## src/rtl/shf_pkg.sv

```systemverilog
package shf_pkg;

  typedef enum logic [1:0] {
    W_BYTE = 2'b00,
    W_WORD = 2'b01,
    W_LONG = 2'b10,
    W_RSVD = 2'b11
  } width_e;

  typedef enum logic [1:0] {
    OP_SHL  = 2'b00,
    OP_SHR  = 2'b01,
    OP_SAR  = 2'b10,
    OP_RSVD = 2'b11
  } op_e;

  typedef enum logic [1:0] {
    ST_IDLE,
    ST_PREP,
    ST_SHIFT,
    ST_DONE
  } state_e;

  typedef struct packed {
    logic c;
    logic v;
    logic st;
  } cflags_t;

  // lane index for a size code: 0 quarter, 1 half, 2 full width
  function automatic logic [1:0] lane_of(width_e w);
    case (w)
      W_BYTE:  return 2'd0;
      W_WORD:  return 2'd1;
      default: return 2'd2;
    endcase
  endfunction

endpackage

```

## src/rtl/shf_count_sel.sv

```systemverilog
module shf_count_sel #(
  parameter int IMM_W = 4,
  parameter int CNT_W = 8
) (
  input  logic             sel,
  input  logic [IMM_W-1:0] imm_cnt,
  input  logic [CNT_W-1:0] reg_cnt,
  output logic [CNT_W-1:0] cnt
);
  localparam int PAD_W = CNT_W - IMM_W;

  assign cnt = sel ? reg_cnt : {{PAD_W{1'b0}}, imm_cnt};
endmodule

```

## src/rtl/shf_step.sv

```systemverilog
module shf_step
  import shf_pkg::*;
#(
  parameter int DATA_W = 32
) (
  input  logic [DATA_W-1:0] d_in,
  input  width_e            w,
  input  op_e               op,
  input  cflags_t           f_in,
  output logic [DATA_W-1:0] d_out,
  output cflags_t           f_out
);
  localparam int NLANE = 3;

  logic [DATA_W-1:0] lane_d    [NLANE];
  logic [NLANE-1:0]  lane_c;
  logic [NLANE-1:0]  lane_flip;
  logic [1:0]        lsel;
  logic              is_left;

  assign is_left = (op == OP_SHL);
  assign lsel    = lane_of(w);

  for (genvar g = 0; g < NLANE; g++) begin : g_lane
    localparam int LW = DATA_W >> (NLANE - 1 - g);
    logic [LW-1:0] src;
    logic [LW-1:0] res;
    logic          fill;
    logic          lc;

    assign src  = d_in[LW-1:0];
    assign fill = (op == OP_SAR) && src[LW-1];

    always_comb begin
      if (is_left) begin
        res = {src[LW-2:0], 1'b0};
        lc  = src[LW-1];
      end else begin
        res = {fill, src[LW-1:1]};
        lc  = src[0];
      end
    end

    assign lane_d[g]    = DATA_W'(res);
    assign lane_c[g]    = lc;
    assign lane_flip[g] = is_left && (res[LW-1] != src[LW-1]);
  end

  always_comb begin
    d_out   = lane_d[lsel];
    f_out.c = lane_c[lsel];
    f_out.v = f_in.v | lane_flip[lsel];
    // a right step that pushes out a carry already at 1 sets sticky
    f_out.st = is_left ? f_in.st : (f_in.st | f_in.c);
  end
endmodule

```

## src/rtl/shf_flag_eval.sv

```systemverilog
module shf_flag_eval
  import shf_pkg::*;
#(
  parameter int DATA_W = 32
) (
  input  logic [DATA_W-1:0] data,
  input  width_e            w,
  output logic              z,
  output logic              n
);
  localparam int NLANE = 3;

  logic [NLANE-1:0] lz;
  logic [NLANE-1:0] ln;
  logic [1:0]       lsel;

  assign lsel = lane_of(w);

  for (genvar g = 0; g < NLANE; g++) begin : g_lane
    localparam int LW = DATA_W >> (NLANE - 1 - g);
    assign lz[g] = (data[LW-1:0] == '0);
    assign ln[g] = data[LW-1];
  end

  assign z = lz[lsel];
  assign n = ln[lsel];
endmodule

```

## src/rtl/shf_ctrl.sv

```systemverilog
module shf_ctrl
  import shf_pkg::*;
#(
  parameter int OVERHEAD = 7,
  parameter int CNT_W    = 8
) (
  input  logic             clk,
  input  logic             rst_n,
  input  logic             in_valid,
  input  logic [CNT_W-1:0] cnt,
  input  logic             res_ready,
  output logic             in_ready,
  output logic             res_valid,
  output logic             load,
  output logic             step_en
);
  localparam int TMR_W = (OVERHEAD > 1) ? $clog2(OVERHEAD) : 1;

  state_e           st_q;
  logic [TMR_W-1:0] tmr_q;
  logic [CNT_W-1:0] rem_q;

  assign in_ready  = (st_q == ST_IDLE);
  assign res_valid = (st_q == ST_DONE);
  assign load      = in_ready && in_valid;
  assign step_en   = (st_q == ST_SHIFT);

  always_ff @(posedge clk or negedge rst_n) begin
    if (!rst_n) begin
      st_q  <= ST_IDLE;
      tmr_q <= '0;
      rem_q <= '0;
    end else begin
      case (st_q)
        ST_IDLE: begin
          if (in_valid) begin
            st_q  <= ST_PREP;
            tmr_q <= TMR_W'(OVERHEAD - 1);
            rem_q <= cnt;
          end
        end
        ST_PREP: begin
          if (tmr_q == '0) begin
            st_q <= (rem_q == '0) ? ST_DONE : ST_SHIFT;
          end else begin
            tmr_q <= tmr_q - 1'b1;
          end
        end
        ST_SHIFT: begin
          rem_q <= rem_q - 1'b1;
          if (rem_q == CNT_W'(1)) st_q <= ST_DONE;
        end
        default: begin
          if (res_ready) st_q <= ST_IDLE;
        end
      endcase
    end
  end
endmodule

```

## src/rtl/shf_seq_shifter.sv

```systemverilog
module shf_seq_shifter
  import shf_pkg::*;
#(
  parameter int DATA_W   = 32,
  parameter int IMM_W    = 4,
  parameter int CNT_W    = 8,
  parameter int OVERHEAD = 7
) (
  input  logic              clk,
  input  logic              rst_n,
  input  logic              in_valid,
  output logic              in_ready,
  input  logic [DATA_W-1:0] in_data,
  input  logic [1:0]        in_width,
  input  logic [1:0]        in_op,
  input  logic              in_cnt_sel,
  input  logic [IMM_W-1:0]  in_imm_cnt,
  input  logic [CNT_W-1:0]  in_reg_cnt,
  output logic              res_valid,
  input  logic              res_ready,
  output logic [DATA_W-1:0] res_data,
  output logic              res_z,
  output logic              res_n,
  output logic              res_c,
  output logic              res_v,
  output logic              res_st
);
  localparam int QW = DATA_W / 4;
  localparam int HW = DATA_W / 2;

  logic [CNT_W-1:0]  cnt;
  logic              load;
  logic              step_en;
  logic [DATA_W-1:0] in_masked;
  logic [DATA_W-1:0] data_q;
  logic [DATA_W-1:0] data_nx;
  width_e            w_q;
  op_e               op_q;
  cflags_t           fl_q;
  cflags_t           fl_nx;

  shf_count_sel #(.IMM_W(IMM_W), .CNT_W(CNT_W)) u_cnt (
    .sel     (in_cnt_sel),
    .imm_cnt (in_imm_cnt),
    .reg_cnt (in_reg_cnt),
    .cnt     (cnt)
  );

  shf_ctrl #(.OVERHEAD(OVERHEAD), .CNT_W(CNT_W)) u_ctrl (
    .clk       (clk),
    .rst_n     (rst_n),
    .in_valid  (in_valid),
    .cnt       (cnt),
    .res_ready (res_ready),
    .in_ready  (in_ready),
    .res_valid (res_valid),
    .load      (load),
    .step_en   (step_en)
  );

  always_comb begin
    case (width_e'(in_width))
      W_BYTE:  in_masked = {{(DATA_W-QW){1'b0}}, in_data[QW-1:0]};
      W_WORD:  in_masked = {{(DATA_W-HW){1'b0}}, in_data[HW-1:0]};
      default: in_masked = in_data;
    endcase
  end

  shf_step #(.DATA_W(DATA_W)) u_step (
    .d_in  (data_q),
    .w     (w_q),
    .op    (op_q),
    .f_in  (fl_q),
    .d_out (data_nx),
    .f_out (fl_nx)
  );

  always_ff @(posedge clk or negedge rst_n) begin
    if (!rst_n) begin
      data_q <= '0;
      w_q    <= W_BYTE;
      op_q   <= OP_SHL;
      fl_q   <= '0;
    end else if (load) begin
      data_q <= in_masked;
      w_q    <= width_e'(in_width);
      op_q   <= op_e'(in_op);
      fl_q   <= '0;
    end else if (step_en) begin
      data_q <= data_nx;
      fl_q   <= fl_nx;
    end
  end

  shf_flag_eval #(.DATA_W(DATA_W)) u_flags (
    .data (data_q),
    .w    (w_q),
    .z    (res_z),
    .n    (res_n)
  );

  assign res_data = data_q;
  assign res_c    = fl_q.c;
  assign res_v    = fl_q.v;
  assign res_st   = fl_q.st;
endmodule

```

## config.mk

```make
export PLATFORM = sky130hd
export DESIGN_NAME = shf_seq_shifter
export DESIGN_NICKNAME = d
export VERILOG_FILES = /design/src/rtl/shf_pkg.sv /design/src/rtl/shf_count_sel.sv /design/src/rtl/shf_step.sv /design/src/rtl/shf_flag_eval.sv /design/src/rtl/shf_ctrl.sv /design/src/rtl/shf_seq_shifter.sv
export SDC_FILE = /design/constraint.sdc
export NUM_CORES = 1
export LEC_CHECK = 0
export CAP_MARGIN = 30
export CORE_MARGIN = 8
export CORE_UTILIZATION = 45
export DETAILED_ROUTE_END_ITERATION = 6
export GPL_TIMING_DRIVEN = 0
export PLACE_DENSITY = 0.78
export SLEW_MARGIN = 20
export SYNTH_ARGS = -nofsm -noshare
export SYNTH_HDL_FRONTEND = slang
export SYNTH_HIERARCHICAL = 1
export SYNTH_SLANG_ARGS = --single-unit
```

## constraint.sdc

```tcl
create_clock -name clk -period 1.81 [get_ports clk]
set_input_delay 0.543 -clock clk [delete_from_list [all_inputs] [get_ports clk]]
set_output_delay 0.543 -clock clk [all_outputs]
set_load 0.005 [all_outputs]
```

==> results.toml, run 1 <==
[cts]
cts_root_buf = "clkbuf_8"
cts_max_level = 2
cts_tree = "done"
clock_latency_ns = 0.31
clock_path_buffers = 2
numCtsBuffers = 5
clkTransAtPathRegs_ns = 0.10
cts_sinks = 52

[routing]
drt-vias-per-instance = 5.39
firstDrtPassIters = 4
detail-route-antenna-nets = 0
dr_total_vias = 3446
wl_per_cell_um = 16.7
drt_wl_total_mm = 10.7
drc = 0
first_iter_violations = 172

[synthesis]
synthArstFlopShare_pct = 100
synth_area_per_cell_um2 = 9.59
seq_area_frac_synth_pct = 35.4
syn_inst = 383
netlist_area_mm2 = 0.00367
yosysTopAreaCellShare_pct = 35.4
synth_cell_types = 51
synth_edf_count = 0
yosys_register_bits = 52
synth_warnings = 6
synth_area_leaders = "dfrtp_1 35%, mux2i_1 12%, nand2_1 8.3%, o2bb2ai_2 4.1%, a21boi_1 3.3%"
synth_top_area_cell = "dfrtp_1"
synth_nets = 444
ys.flop_type = "dfrtp_1"

[timing]
fmax_mhz = 478
finalSetupViolCount = 4
fin_crit_ns = 2.09
drv_slew = 0
tightest_slew_ns = 0.676
setup_tns_ns = -0.490
slew_headroom_pct = 55.0
grt_setup_unrepaired = "yes"
skew_ns = 0.0173
min_period_over_period_pct = 116
timing.final.ws_setup_ns = -0.281
finalHoldViolCount = 0

[status]
outcome = "complete, but fails checks"
violations = "setup timing"

[power_and_ir_drop]
power_density_mw_per_mm2 = 1690
power_mw = 9.09
p_leak_nw = 2.45
ir_drop_mv = 1.06

[global_route]
overflow = 0
antenna_found_initial = 0
grt_max_degree = 53
grt_pass1_vias = 3525
grt_pass1_wl_mm = 17.2
grtUsageTotal_pct = 18.6

[die]
start_util_pct = 45.6
die_area_mm2 = 0.0113
io-pin-count = 92
coreArea_mm2 = 0.00805
die_x_um = 106
die_h_um = 106
std_cell_rows = 33

[place]
port_buffers = 90
gp_congestion = 0.828
pre_cts_ws_ns = -0.463
place.detailed.hpwl_mm = 7.26

[finish]
multi_input_area_mm2 = 0.00225
insertedDiodeCount = 0
final_cell_mix = "81 x nand2_1, 53 x buf_4, 51 x clkdlybuf4s50_1"
area_growth_pct = 46.2
fillers = 627
nets = 594
drive_gt1_share_pct = 31.1
seqCellArea_mm2 = 0.00134
mostFrequentLayoutCell = "nand2_1"

[worst_setup_path]
cp_data_arrival_time_ns = 1.55
start_kind = "flip-flop"
worstSetupPathType = "flip-flop to output port"
endpoint_kind = "output port"
crit_fanout = 2
cp.required_ns = 1.27

[hold_path]
min_path_type = "input pin to asynchronous set/reset pin"

[job]
cap_viol_max_count = 0
==> registers in the layout (all words and copies together) (netlist names) <==
| signal | count |
|---|---|
| u_ctrl/st_q | 2 |
| res_st | 1 |
| res_v | 1 |
| w_q | 2 |
| u_ctrl/tmr_q | 3 |
| res_data | 32 |
| op_q | 2 |
| res_c | 1 |
| u_ctrl/rem_q | 8 |
==> per-layer routing <==
metal	vias to the layer above	GRT usage [%]	routed length (um)	share of wire, %
li1	1662	-	-	-
met1	1658	22.4	4370	41
met2	118	32.4	5440	51
met3	8	4.84	820	7.7
met4	0	4.02	73	0.68
met5	-	0	0	0
==> synthesized netlist by cell type, types with 5 or more instances <==
library cell and n:
nand2_1 81, dfrtp_1 52, mux2i_1 43, a21oi_1 18, a21boi_1 16, nor2_1 13
o2bb2ai_1 13, inv_1 10, o21ai_0 10, o2bb2ai_2 10, o21ai_1 9, ha_1 8
mux2_1 7, o22ai_1 7, buf_6 6, and2_2 5, buf_2 5, nand3_1 5
==> critical path, stage by stage (launching register included) <==
cell and delay [ns]:
dfrtp_2 0.45, nor4_4 0.28, nand2_1 0.09, o32ai_2 0.25
buf_2 0.16
==> where the power goes <==
| group | total, mW | internal [mW] | leakage, nW | switching, mW |
|---|---|---|---|---|
| clock | 0.692 | 0.306 | 0.0510 | 0.386 |
| combinational | 6.00 | 3.19 | 1.78 | 2.81 |
| sequential | 2.39 | 1.74 | 0.623 | 0.649 |
==> final cells by class <==
class / count / area share, %
clock buffer: 6 / 1.54
timing repair buffer: 144 / 24.2
multi-input combinational: 296 / 41.8
sequential: 52 / 24.8
inverter: 10 / 0.699
tap: 105 / 2.45
buffer: 24 / 4.24
clock inverter: 2 / 0.186
==> stage by stage <==
step                instances  hold slack (ns)  area (um^2)  util (%)
floorplan                 383            0.247         3670         -
global placement          578            0.488         4710      58.5
detailed placement        578            0.508         4700      58.4
CTS                       632            0.281         5220      64.8
global route              639            0.304         5370      66.7
finish                    639            0.261         5370      66.7
==> worst paths after layout <==
check	start	end	slack, ns	cells after the start
max in group asynchronous	rst_n	u_ctrl/rem_q[2]$_DFFE_PN0P_	1.05	1
hold reg to reg	u_ctrl/rem_q[0]$_DFFE_PN0P_	u_ctrl/rem_q[0]$_DFFE_PN0P_	0.57	1
min in group clk	u_ctrl/rem_q[0]$_DFFE_PN0P_	u_ctrl/rem_q[0]$_DFFE_PN0P_	0.57	1
setup / recovery	res_data[6]$_DFFE_PN0P_	res_z	-0.28	4
hold / removal	rst_n	res_data[2]$_DFFE_PN0P_	0.26	1
setup reg to reg	u_ctrl/tmr_q[1]$_DFFE_PN0P_	u_ctrl/st_q[1]$_DFFE_PN0P_	-0.01	6
==> cells by family (layout without fill, tap and decap cells) <==
family / after synthesis / after routing / share of synthesized area, %
AO/OA/AOI/OAI: 95 / 95 / 19.7
XOR/XNOR: 3 / 3 / 0.715
adder cells (fa/ha/maj): 8 / 8 / 2.72
buffers and inverters: 35 / 186 / 7.01
flip-flops: 52 / 52 / 35.4
multiplexers: 57 / 57 / 16.4
AND/OR/NAND/NOR: 133 / 133 / 18.0
==> timing repair <==
action / in CTS / in global routing
setup endpoints to repair: 51 / 54
pin swaps: 5 / 5
setup buffers: 47 / 8
gates resized for setup: 83 / 37
hold buffers: 0 / 0
Power figures use the tool's default switching activity.
==> inputs of run 2 (changes only) <==
SLEW_MARGIN = 15   (was 20)
==> results of run 2 <==
Final layout, timing and power as in run 1 (identical DEF).
==> inputs of run 3 (changes only) <==
CELL_PAD_IN_SITES_DETAIL_PLACEMENT = 1   (was default)
CELL_PAD_IN_SITES_GLOBAL_PLACEMENT = 1   (was default)
CORE_UTILIZATION = 34   (was 45)
==> results.toml, run 3 (synthesis gave the netlist of run 1 again) <==
[global_route]
overflow = 0
antenna_found_initial = 0
grtUsageTotal_pct = 17.0
grt_pass1_wl_mm = 19.9
grt_pass1_vias = 3849
grt_max_degree = 53

[power_and_ir_drop]
ir_drop_mv = 0.778
swShare_pct = 43.1
pwr-share-clk_pct = 8.6
comb_power_share_pct = 66.0
power.internal_mw = 5.32
p_leak_nw = 2.42
seqPwrFrac_pct = 25.5
power_density_mw_per_mm2 = 1730
p_switching_mw = 4.03

[timing]
slew_headroom_pct = 53.2
skew_ns = 0.00652
fin_crit_ns = 2.19
finalHoldViolCount = 0
fmax_mhz = 457
drv_slew = 0
timing.final.ws_setup_ns = -0.376
grt_setup_unrepaired = "yes"
finalSetupViolCount = 2
min_period_over_period_pct = 121
tightest_slew_ns = 0.702

[status]
outcome = "complete, but fails checks"
violations = "setup timing"

[worst_setup_path]
reg2reg_from = "u_ctrl/tmr_q[0]$_DFFE_PN0P_"
start_kind = "flip-flop"
crit_fanout = 2
r2r_end = "u_ctrl/st_q[0]$_DFFE_PN0P_"
endpoint_kind = "output port"
cp.required_ns = 1.27
cp_data_arrival_time_ns = 1.64
rrSetupSlack_ns = 0
worstSetupPathType = "flip-flop to output port"
ff2ff_path_depth = 6

[hold_path]
min_path_type = "input pin to asynchronous set/reset pin"

[finish]
insertedDiodeCount = 0
largest_register_ffs = 32
fin_util_pct = 50.5
fillers = 1231
nets = 595
area_growth_pct = 47.1
final_cell_mix = "81 x nand2_1, 51 x buf_4, 50 x clkdlybuf4s50_1"
drive_gt1_share_pct = 31.0
mostFrequentLayoutCell = "nand2_1"

[routing]
wl_per_cell_um = 18.7
first_iter_violations = 151
drt-vias-per-instance = 5.24
detail-route-antenna-nets = 0
dr_total_vias = 3529
drc = 0
firstDrtPassIters = 4
drt_wl_total_mm = 12.6

[cts]
clkTransAtPathRegs_ns = 0.10
cts_tree = "done"
clock_path_buffers = 2
clock_latency_ns = 0.31
cts_sinks = 52
cts_max_level = 2
numCtsBuffers = 5
cts_hold_buf = 0
cts_root_buf = "clkbuf_8"

[die]
io-pin-count = 92
die_area_mm2 = 0.0144
coreArea_mm2 = 0.0107
start_util_pct = 34.4
die_h_um = 120
die_x_um = 120
std_cell_rows = 38

[place]
pre_cts_ws_ns = -0.546
place.detailed.hpwl_mm = 8.49
gp_congestion = 0.775
port_buffers = 90

[job]
cap_viol_max_count = 0
run 3: power groups by stage:
stage	Sequential, mW	Combinational [mW]	Clock, mW
floorplan	2.37	3.21	0
global placement	2.57	4.66	0
detailed placement	2.60	4.85	0
CTS	2.35	6.00	0.824
global route	2.44	6.67	0.863
finish	2.38	6.17	0.800
run 3: worst max-delay path: stages, from the launching register on:
cell and delay, ns:
dfrtp_2 0.43, nor4_4 0.33, a21boi_2 0.11, o32ai_2 0.29
buf_2 0.17
run 3: final cells by class:
cell class | count | area (um^2) | share of cell area, %
clock inverters | 1 | 30.0 | 0.555
well taps | 140 | 175 | 3.24
repair buffers | 145 | 1290 | 23.8
flip-flops and latches | 52 | 1340 | 24.7
clock buffers | 5 | 68.8 | 1.27
inverters | 10 | 37.5 | 0.694
plain buffers | 24 | 231 | 4.28
multi-input cells | 296 | 2240 | 41.4
run 3: worst max-delay path by stage:
stage / slack, ns / startpoint / cells after the start / endpoint
after floorplan: 0.02 / u_ctrl/tmr_q[0]$_DFFE_PN0P_ / 6 / u_ctrl/st_q[0]$_DFFE_PN0P_
after global placement: -1.50 / rst_n / 1 / u_ctrl/tmr_q[1]$_DFFE_PN0P_
after detailed placement: -0.55 / res_data[9]$_DFFE_PN0P_ / 4 / res_z
after CTS: -0.41 / res_data[10]$_DFFE_PN0P_ / 5 / res_z
after global routing: -0.45 / res_data[10]$_DFFE_PN0P_ / 5 / res_z
final: -0.38 / res_data[13]$_DFFE_PN0P_ / 4 / res_z
run 3: timing repair:
item	in CTS	in global routing
pin swaps	7	3
setup endpoints to repair	67	41
resized for setup	103	20
setup buffers	53	4
endpoints found under the hold margin	0	0
run 3: per-layer routing:
| layer | track usage (%) | vias to the layer above | wire length (um) | part of all wire [%] |
|---|---|---|---|---|
| li1 | - | 1664 | - | - |
| met1 | 18.6 | 1755 | 5100 | 40 |
| met2 | 32.6 | 92 | 6810 | 54 |
| met3 | 3.43 | 18 | 524 | 4.2 |
| met4 | 3.83 | 0 | 168 | 1.3 |
| met5 | 0 | - | 0 | 0 |
run 3: metrics by stage:
stage | cell area (um^2) | TNS [ns] | total power [mW] | hold slack (ns) | std cells
floorplan | 3670 | 0 | 5.58 | 0.247 | 383
global placement | 4750 | -88.90 | 7.23 | 0.487 | 613
detailed placement | 4750 | -13.41 | 7.45 | 0.514 | 613
CTS | 5350 | -0.538 | 9.17 | 0.300 | 671
global route | 5410 | -0.599 | 9.97 | 0.330 | 673
finish | 5410 | -0.424 | 9.35 | 0.281 | 673
